**src/rtl/fsl_pkg.sv**
```systemverilog
package fsl_pkg;
  localparam int FS_W = 5;

  typedef enum logic [2:0] {
    CPU_100 = 3'd0,
    CPU_133 = 3'd1,
    CPU_166 = 3'd2,
    CPU_200 = 3'd3,
    CPU_266 = 3'd4,
    CPU_333 = 3'd5,
    CPU_400 = 3'd6
  } cpu_freq_e;

  typedef struct packed {
    logic [FS_W-1:0] fs;
    logic            sel24;
    logic            tst;
  } straps_t;

  localparam int STRAPS_W = $bits(straps_t);
endpackage

```
**src/rtl/fsl_sync.sv**
```systemverilog
module fsl_sync #(
  parameter int          W       = 1,
  parameter int          STAGES  = 2,
  parameter logic [W-1:0] RST_VAL = '0
) (
  input  logic         clk,
  input  logic         rst_n,
  input  logic [W-1:0] d,
  output logic [W-1:0] q
);
  logic [W-1:0] stage_q [STAGES];

  generate
    for (genvar i = 0; i < STAGES; i++) begin : g_stage
      logic [W-1:0] stage_d;
      if (i == 0) begin : g_first
        assign stage_d = d;
      end else begin : g_rest
        assign stage_d = stage_q[i-1];
      end
      always_ff @(posedge clk or negedge rst_n) begin
        if (!rst_n) stage_q[i] <= RST_VAL;
        else        stage_q[i] <= stage_d;
      end
    end
  endgenerate

  assign q = stage_q[STAGES-1];
endmodule

```
**src/rtl/fsl_capture.sv**
```systemverilog
module fsl_capture
  import fsl_pkg::*;
(
  input  logic    clk,
  input  logic    rst_n,
  input  logic    strobe_s,
  input  straps_t straps_s,
  output straps_t straps_q,
  output logic    locked,
  output logic    pd_req
);
  logic    low_seen_q, low_seen_d;
  logic    locked_q, locked_d;
  straps_t straps_d;
  logic    latch_en;

  always_comb begin
    latch_en   = !strobe_s && low_seen_q && !locked_q;
    low_seen_d = !strobe_s;
    locked_d   = locked_q | latch_en;
    straps_d   = latch_en ? straps_s : straps_q;
  end

  always_ff @(posedge clk or negedge rst_n) begin
    if (!rst_n) begin
      low_seen_q <= 1'b0;
      locked_q   <= 1'b0;
      straps_q   <= '0;
    end else begin
      low_seen_q <= low_seen_d;
      locked_q   <= locked_d;
      straps_q   <= straps_d;
    end
  end

  assign locked = locked_q;
  assign pd_req = locked_q & strobe_s;


  lock_sticky_chk: assert property (@(posedge clk) disable iff (!rst_n)
    locked_q |=> locked_q);


  straps_frozen_chk: assert property (@(posedge clk) disable iff (!rst_n)
    locked_q |=> $stable(straps_q));


  lock_qualified_chk: assert property (@(posedge clk) disable iff (!rst_n)
    $rose(locked_q) |-> ($past(strobe_s) == 1'b0 && $past(low_seen_q) == 1'b1));


  no_early_pd_chk: assert property (@(posedge clk) disable iff (!rst_n)
    !locked_q |-> !pd_req);
endmodule

```
**src/rtl/fsl_decode.sv**
```systemverilog
module fsl_decode
  import fsl_pkg::*;
(
  input  logic      clk,
  input  logic      rst_n,
  input  logic      locked,
  input  straps_t   straps_q,
  input  logic      live_fsb,
  output cpu_freq_e code,
  output logic      invalid,
  output logic      clk24_sel,
  output logic      test_mode,
  output logic      test_refdiv
);
  logic [3:0] dcba;
  logic       normal;

  always_comb begin
    dcba        = straps_q.fs[3:0];
    test_mode   = locked && straps_q.tst;
    normal      = locked && !straps_q.tst;
    clk24_sel   = locked && straps_q.sel24;
    test_refdiv = test_mode && live_fsb;
    code        = CPU_100;
    invalid     = 1'b0;
    if (normal) begin
      unique case (dcba)
        4'b0101: code = CPU_100;
        4'b0001: code = CPU_133;
        4'b0011: code = CPU_166;
        4'b0010: code = CPU_200;
        4'b0000: code = CPU_266;
        4'b0100: code = CPU_333;
        4'b0110: code = CPU_400;
        default: begin
          code    = CPU_100;
          invalid = 1'b1;
        end
      endcase
    end
  end


  invalid_default_chk: assert property (@(posedge clk) disable iff (!rst_n)
    invalid |-> (code == CPU_100 && !test_mode));


  test_code_chk: assert property (@(posedge clk) disable iff (!rst_n)
    test_mode |-> (code == CPU_100 && !invalid));


  refdiv_only_test_chk: assert property (@(posedge clk) disable iff (!rst_n)
    test_refdiv |-> test_mode);
endmodule

```
**src/rtl/fsel_strap_latch.sv**
```systemverilog
module fsel_strap_latch
  import fsl_pkg::*;
#(
  parameter int SYNC_STAGES = 2
) (
  input  logic       clk,
  input  logic       rst_n,
  input  logic [4:0] fs_pins,
  input  logic       sel_24_48,
  input  logic       fsc_high,
  input  logic       pwrgd_pd_n,
  output logic [2:0] cpu_freq_code,
  output logic       sel_invalid,
  output logic       clk24_sel,
  output logic       test_mode,
  output logic       test_refdiv,
  output logic       pd_req,
  output logic       locked
);
  localparam int SYNC_W = STRAPS_W + 1;

  logic [SYNC_W-1:0] raw_bus, sync_bus;
  straps_t           straps_s, straps_q;
  logic              strobe_s;
  cpu_freq_e         code;

  assign raw_bus = {pwrgd_pd_n, fs_pins, sel_24_48, fsc_high};

  fsl_sync #(
    .W       (SYNC_W),
    .STAGES  (SYNC_STAGES),
    .RST_VAL ({1'b1, {STRAPS_W{1'b0}}})
  ) sync_i (
    .clk   (clk),
    .rst_n (rst_n),
    .d     (raw_bus),
    .q     (sync_bus)
  );

  assign strobe_s = sync_bus[SYNC_W-1];
  assign straps_s = straps_t'(sync_bus[STRAPS_W-1:0]);

  fsl_capture capture_i (
    .clk      (clk),
    .rst_n    (rst_n),
    .strobe_s (strobe_s),
    .straps_s (straps_s),
    .straps_q (straps_q),
    .locked   (locked),
    .pd_req   (pd_req)
  );

  fsl_decode decode_i (
    .clk         (clk),
    .rst_n       (rst_n),
    .locked      (locked),
    .straps_q    (straps_q),
    .live_fsb    (straps_s.fs[1]),
    .code        (code),
    .invalid     (sel_invalid),
    .clk24_sel   (clk24_sel),
    .test_mode   (test_mode),
    .test_refdiv (test_refdiv)
  );

  assign cpu_freq_code = code;
endmodule

```
**config.mk**
```make
export PLATFORM = sky130hd
export DESIGN_NAME = fsel_strap_latch
export DESIGN_NICKNAME = d
export VERILOG_FILES = /design/src/rtl/fsl_pkg.sv /design/src/rtl/fsl_sync.sv /design/src/rtl/fsl_capture.sv /design/src/rtl/fsl_decode.sv /design/src/rtl/fsel_strap_latch.sv
export SDC_FILE = /design/constraint.sdc
export NUM_CORES = 1
export LEC_CHECK = 0
export BUFFER_PORTS_ARGS = -buffer_cell sky130_fd_sc_hd__buf_2
export CORE_MARGIN = 2
export CORE_UTILIZATION = 49
export CTS_CLUSTER_DIAMETER = 100
export DETAILED_ROUTE_END_ITERATION = 7
export GPL_ROUTABILITY_DRIVEN = 1
export PLACE_DENSITY = 0.86
export SLEW_MARGIN = 10
export SYNTH_ARGS = -nofsm -noshare
export SYNTH_HDL_FRONTEND = slang
export SYNTH_SLANG_ARGS = --single-unit
```
**constraint.sdc**
```tcl
create_clock -name clk -period 1.7 [get_ports clk]
set_input_delay 0.085 -clock clk [delete_from_list [all_inputs] [get_ports clk]]
set_output_delay 0.085 -clock clk [all_outputs]
set_load 0.005 [all_outputs]
```
==> results of run 1 <==
## flip-flops by register name (all words and copies together), names as in the netlist
register                flops
capture_i.low_seen_q        1
sync_i.q                    7
capture_i.locked            1
sync_i.g_stage.stage_d      7
capture_i.straps_q          6
## layout make-up
cell class                 instances  area, um^2
timing repair buffer              25         165
inverter                           1        3.75
clock buffer                       4        36.3
sequential                        22         553
tap                               16        20.0
multi-input combinational         22         199
fill                             122         494
## worst reg2reg max path, cell delays in order (launching register included)
cell and delay (ps):
dfrtp_1 490, nor3b_4 380, mux2_2 380
## metrics by stage
stage	hold WS, ps	area (um^2)	power (uW)	cells	utilization [%]
after global placement	52.6	856	710	78	58.2
after CTS	264	972	1010	90	66.1
final	253	977	1010	90	66.4
after detailed placement	57.5	856	718	78	58.2
after floorplan	-211	751	661	45	-
after global routing	290	977	1060	90	66.4
## path summary, 6_finish.rpt
| path | to | from |
|---|---|---|
| max | cpu_freq_code[2] | capture_i.locked |
| min | sync_i.q[4] | rst_n |
| max reg2reg | capture_i.straps_q[0] | capture_i.locked |
| min reg2reg | sync_i.q[2] | sync_i.g_stage[1].stage_d[2] |
| max in group asynchronous | sync_i.q[7] | rst_n |
| min in group clk | sync_i.q[2] | sync_i.g_stage[1].stage_d[2] |
## cell families after synthesis
group	count (synthesis)
xor+xnor	1
flops	22
compound gates	4
mux	6
simple gates	11
buf+inv	1
## cell usage in the layout, fill, tap and decap left out
master         netlist  routed
clkbuf_8             0       1
nor3b_1              3       2
a31oi_1              1       1
dfstp_2              2       2
nor3b_4              1       1
dfrtp_1             20      20
o21ai_0              1       1
mux2_2               6       6
and3_2               1       1
and3_1               1       1
o211a_1              1       1
xor2_1               1       1
a21o_2               1       1
clkbuf_4             0       3
dlygate4sd3_1        0       8
nor3b_2              0       1
inv_1                1       1
nor2b_1              1       1
buf_2                0      17
nand2_1              1       1
and2_2               3       3
## layer usage
layer | routed length, um | GRT usage, % | vias up
met5 | 0 | 0 | -
met4 | 32 | 10.9 | 0
met3 | 56 | 3.83 | 2
met2 | 557 | 22.4 | 16
met1 | 494 | 18.0 | 202
li1 | - | - | 212
## repair_timing
item	4_1_cts	5_1_grt
resized for setup	0	1
setup buffers	0	0
setup endpoints to repair	0	1
hold buffers	8	0
endpoints found under the hold margin	27	0
## power by group through the flow
stage,sequential (uW),clock [uW],combinational (uW)
after floorplan,597,0,63.4
after global placement,603,0,107
after detailed placement,606,0,112
after CTS,596,287,126
after global routing,604,310,142
final,597,282,126
==> results.sh, run 1 <==
export IMPL_sequentialPowerShare_pct=59.4
export IMPL_synth_compound_area_share_pct=4.00
export IMPL_cp_start_kind="register"
export IMPL_grt_pass1_wl_mm=1.85
export IMPL_ir_drop_mv=0.734
export IMPL_p_leak_uw=0.000472
export IMPL_synth_edff_count=0
export IMPL_via_per_inst=4.80
export IMPL_ant_nets=0
export IMPL_drt_initial_drc_count=0
export IMPL_wl_per_cell_um=12.7
export IMPL_finalSetupViolations=0
export IMPL_power_density_nw_per_um2=1030
export IMPL_dr_pass1_iters=1
export IMPL_initial_utilization_pct=51.0
export IMPL_die_y_um=43.1
export IMPL_slowest_delay_ps=520
export IMPL_critPathMaxFanout=9
export IMPL_place_port_buffers=17
export IMPL_ys_warn_count=0
export IMPL_grt_pass1_vias=430
export IMPL_cp_end_kind="output port"
export IMPL_slowest_stage="dfrtp_1"
export IMPL_drc=0
export IMPL_synth_xor_area_share_pct=1.17
export IMPL_core_rowCount=14
export IMPL_slew_headroom_pct=68.7
export IMPL_final_max_slew_viol_count=0
export IMPL_max_freq_mhz=662
export IMPL_synth_top_family_by_area="simple AND/OR/NAND/NOR gates"
export IMPL_path_cells="nor3b_2 -> nor3b_1 -> buf_2"
export IMPL_grt_setup_unrepaired="no"
export IMPL_dp_hpwl_um=700
export IMPL_setup_ws_ps=190
export IMPL_p_int_uw=776
export IMPL_die_w_um=43.1
export IMPL_avgSynthCellArea_um2=16.7
export IMPL_syn_area_um2=751
export IMPL_layout_nets=85
export IMPL_finalSetupTns_ps=0
export IMPL_synth_top_area_cell="dfrtp_1"
export IMPL_cp_required_ps=1620
export IMPL_grt_max_degree=23
export IMPL_yosys_top_cells_count="20 x dfrtp_1, 6 x mux2_2, 3 x and2_2, 3 x nor3b_1, 2 x dfstp_2"
export IMPL_drive_gt1_share_pct=48.6
export IMPL_pwr_share_comb_pct=12.5
export IMPL_ys_ff_latch=22
export IMPL_grt_ovfl_total=0
export IMPL_htree_levels=1
export IMPL_synth_simple_area_share_pct=11.7
export IMPL_die_area_um2=1860
export IMPL_cts_buffers=3
export IMPL_grt_antenna_before_repair=0
export IMPL_place_gp_congestion=0.664
export IMPL_clock_path_buffers=2
export IMPL_cp_depth=3
export IMPL_cts_sinks=22
export IMPL_synth_fp_nets=55
export IMPL_switching_share_pct=22.8
export IMPL_finalCriticalPeriod_ps=1510
export IMPL_final_hold_viol_count=0
export IMPL_reg2reg_depth=2
export IMPL_p_sw_uw=229
export IMPL_hp_class="in2async"
export IMPL_synthMostInstantiatedCell="dfrtp_1"
export IMPL_clock_skew_final_ps=2.86
export IMPL_io_pins=19
export IMPL_synth_top_area_share_pct=66.7
export IMPL_fp_coreArea_um2=1470
export IMPL_insertedDiodeCount=0
export IMPL_vias=432
export IMPL_cap_violations=0
export IMPL_ys_seq_area_share_pct=73.7
export IMPL_arrival_ps=1430
export IMPL_synthAdderAreaFrac_pct=0
export IMPL_worstSetupPathType="reg2out"
export IMPL_crit_family="flip-flops"
export IMPL_synth_ff_type="dfrtp_1"
export IMPL_worstSkewPairLatency_ps=310
export IMPL_fin_crit_sh_pct=88.8
export IMPL_reg2reg_slack_ps=340
export IMPL_pre_cts_ws_ps=351
export IMPL_cts_root_buffer="clkbuf_4"
export IMPL_cts_tree="yes"
export IMPL_status="finished, final reports clean"
export IMPL_wirelength_mm=1.14
export IMPL_clk_pin_slew_worst_paths_ps=110
export IMPL_crit_buf_inv=1
export IMPL_worstMarginPinSlew_ps=470
export IMPL_synth_cell_types=16
export IMPL_area_growth_pct=30.2
export IMPL_synth_mux_area_share_pct=9.00
export IMPL_synth_area_top_cells="dfrtp_1 67%, mux2_2 9.0%, dfstp_2 7.0%, and2_2 3.0%, nor3b_1 3.0%"
export IMPL_grtUsageTotal_pct=14.8
export IMPL_syn_inst=45
export IMPL_clockPowerShare_pct=28.1
export IMPL_async_reset_ff_share_pct=100
Note: power is estimated with default switching activity, not from simulation.
==> run 2, diff against run 1 <==
Settings changed: BUFFER_PORTS_ARGS -buffer_cell sky130_fd_sc_hd__buf_2 to default, CORE_UTILIZATION 49 to 57, DONT_BUFFER_PORTS from default to 1, PLACE_DENSITY 0.86 to 0.83.
==> results.sh, run 2 (synthesized netlist as in run 1, its figures left out) <==
export IMPL_grt_setup_unrepaired="no"
export IMPL_grtUsageTotal_pct=16.0
export IMPL_p_leak_uw=0.000405
export IMPL_ant_nets=0
export IMPL_cts_buffers=3
export IMPL_layout_nets=68
export IMPL_placed_area_um2=769
export IMPL_layout_commonest_cell="dfrtp_1"
export IMPL_cts_sinks=22
export IMPL_clk_pin_slew_worst_paths_ps=130
export IMPL_wirelength_mm=1.01
export IMPL_finalSetupTns_ps=0
export IMPL_clock_skew_final_ps=17.1
export IMPL_htree_levels=1
export IMPL_dr_pass1_iters=4
export IMPL_place_port_buffers=0
export IMPL_pwr_share_comb_pct=8.8
export IMPL_insertedDiodeCount=0
export IMPL_power_density_nw_per_um2=1200
export IMPL_n_fill_cell=81
export IMPL_critPathMaxFanout=9
export IMPL_grt_antenna_before_repair=0
export IMPL_die_y_um=40.3
export IMPL_arrival_ps=1490
export IMPL_sequentialPowerShare_pct=55.2
export IMPL_grt_pass1_wl_mm=1.51
export IMPL_drc=0
export IMPL_finalCriticalPeriod_ps=1580
export IMPL_clock_path_buffers=2
export IMPL_grt_pass1_vias=360
export IMPL_worstSkewPairLatency_ps=310
export IMPL_cts_hold_buf=8
export IMPL_wl_per_cell_um=14.0
export IMPL_fp_coreArea_um2=1270
export IMPL_hp_class="in2reg"
export IMPL_finalSetupViolations=0
export IMPL_seqCellArea_um2=553
export IMPL_cp_end_kind="output port"
export IMPL_via_per_inst=5.24
export IMPL_core_rowCount=13
export IMPL_die_area_um2=1620
export IMPL_cts_root_buffer="clkbuf_4"
export IMPL_p_sw_uw=222
export IMPL_initial_utilization_pct=59.2
export IMPL_status="finished, final reports clean"
export IMPL_io_pins=19
export IMPL_fin_area_um2=902
export IMPL_cap_violations=0
export IMPL_vias=377
export IMPL_p_int_uw=858
export IMPL_cp_required_ps=1620
export IMPL_place_gp_congestion=0.640
export IMPL_worstSetupPathType="reg2out"
export IMPL_final_cell_mix="20 x dfrtp_1, 8 x dlygate4sd3_1, 6 x mux2_2"
export IMPL_dp_hpwl_um=656
export IMPL_cts_setup_buffers=0
export IMPL_cts_tree="yes"
export IMPL_drt_initial_drc_count=5
export IMPL_switching_share_pct=20.6
export IMPL_drive_gt1_share_pct=31.6
export IMPL_final_max_slew_viol_count=0
export IMPL_ir_drop_mv=0.917
export IMPL_die_w_um=40.3
export IMPL_area_growth_pct=20.2
export IMPL_worstMarginPinSlew_ps=903
export IMPL_max_freq_mhz=634
export IMPL_multi_input_area_um2=194
export IMPL_clockPowerShare_pct=36.0
export IMPL_grt_ovfl_total=0
export IMPL_cp_start_kind="register"
export IMPL_fin_crit_sh_pct=92.8
export IMPL_cts_resized=0
export IMPL_slew_headroom_pct=39.6
export IMPL_grt_max_degree=23
export IMPL_final_hold_viol_count=0
run 2: changes by cell type in the layout (fill, tap and decap cells not counted), sizes merged:
| cell | delta |
|---|---|
| bufinv | +1 |
| buf | -17 |
| clkbuf | -1 |
run 2: layer usage:
layer / up-vias / track usage (%) / wire length [um]
li1: 176 / - / -
met1: 183 / 18.2 / 415
met2: 18 / 24.6 / 524
met3: 0 / 5.56 / 70
met4: 0 / 12.5 / 0
met5: - / 0 / 0
run 2: power groups by stage:
stage / logic (uW) / registers, uW / clock network [uW]
after detailed placement: 71.6 / 607 / 0
after global placement: 68.3 / 601 / 0
after global routing: 107 / 602 / 425
after floorplan: 63.4 / 597 / 0
final: 94.9 / 596 / 389
after CTS: 95.8 / 596 / 401
run 2: worst max-delay path: stages, from the launching register on:
cell,delay [ps]
dfrtp_1,540
nor3b_1,330
nor3b_1,320
run 2: worst paths after layout:
path | from | end | slack [ps] | cells past startpoint
max in group asynchronous | rst_n | capture_i.straps_q[5] | 800 | 1
max | capture_i.locked | cpu_freq_code[2] | 120 | 2
max reg2reg | capture_i.locked | capture_i.straps_q[5] | 310 | 2
min | pwrgd_pd_n | sync_i.g_stage[1].stage_d[7] | 300 | 1
min in group asynchronous | rst_n | sync_i.g_stage[1].stage_d[3] | 340 | 1
min reg2reg | sync_i.g_stage[1].stage_d[5] | sync_i.q[5] | 360 | 0
run 2: metrics by stage:
step / hold WS [ps] / utilization [%] / total power, uW / cells / setup WS, ps
floorplan: -211 / - / 661 / 45 / 456
global placement: -210 / 60.7 / 670 / 60 / 382
detailed placement: -210 / 60.7 / 678 / 60 / 344
CTS: 288 / 71.1 / 1090 / 72 / 109
global route: 279 / 71.1 / 1130 / 72 / 19.3
finish: 301 / 71.1 / 1080 / 72 / 122
run 2: area by class of cell:
class	count	share of cell area (%)
Sequential cell	22	61.3
Multi-Input combinational cell	22	21.5
Timing Repair Buffer	8	8.88
Clock inverter	1	3.33
Clock buffer	3	2.50
Tap cell	15	2.08
Inverter	1	0.416
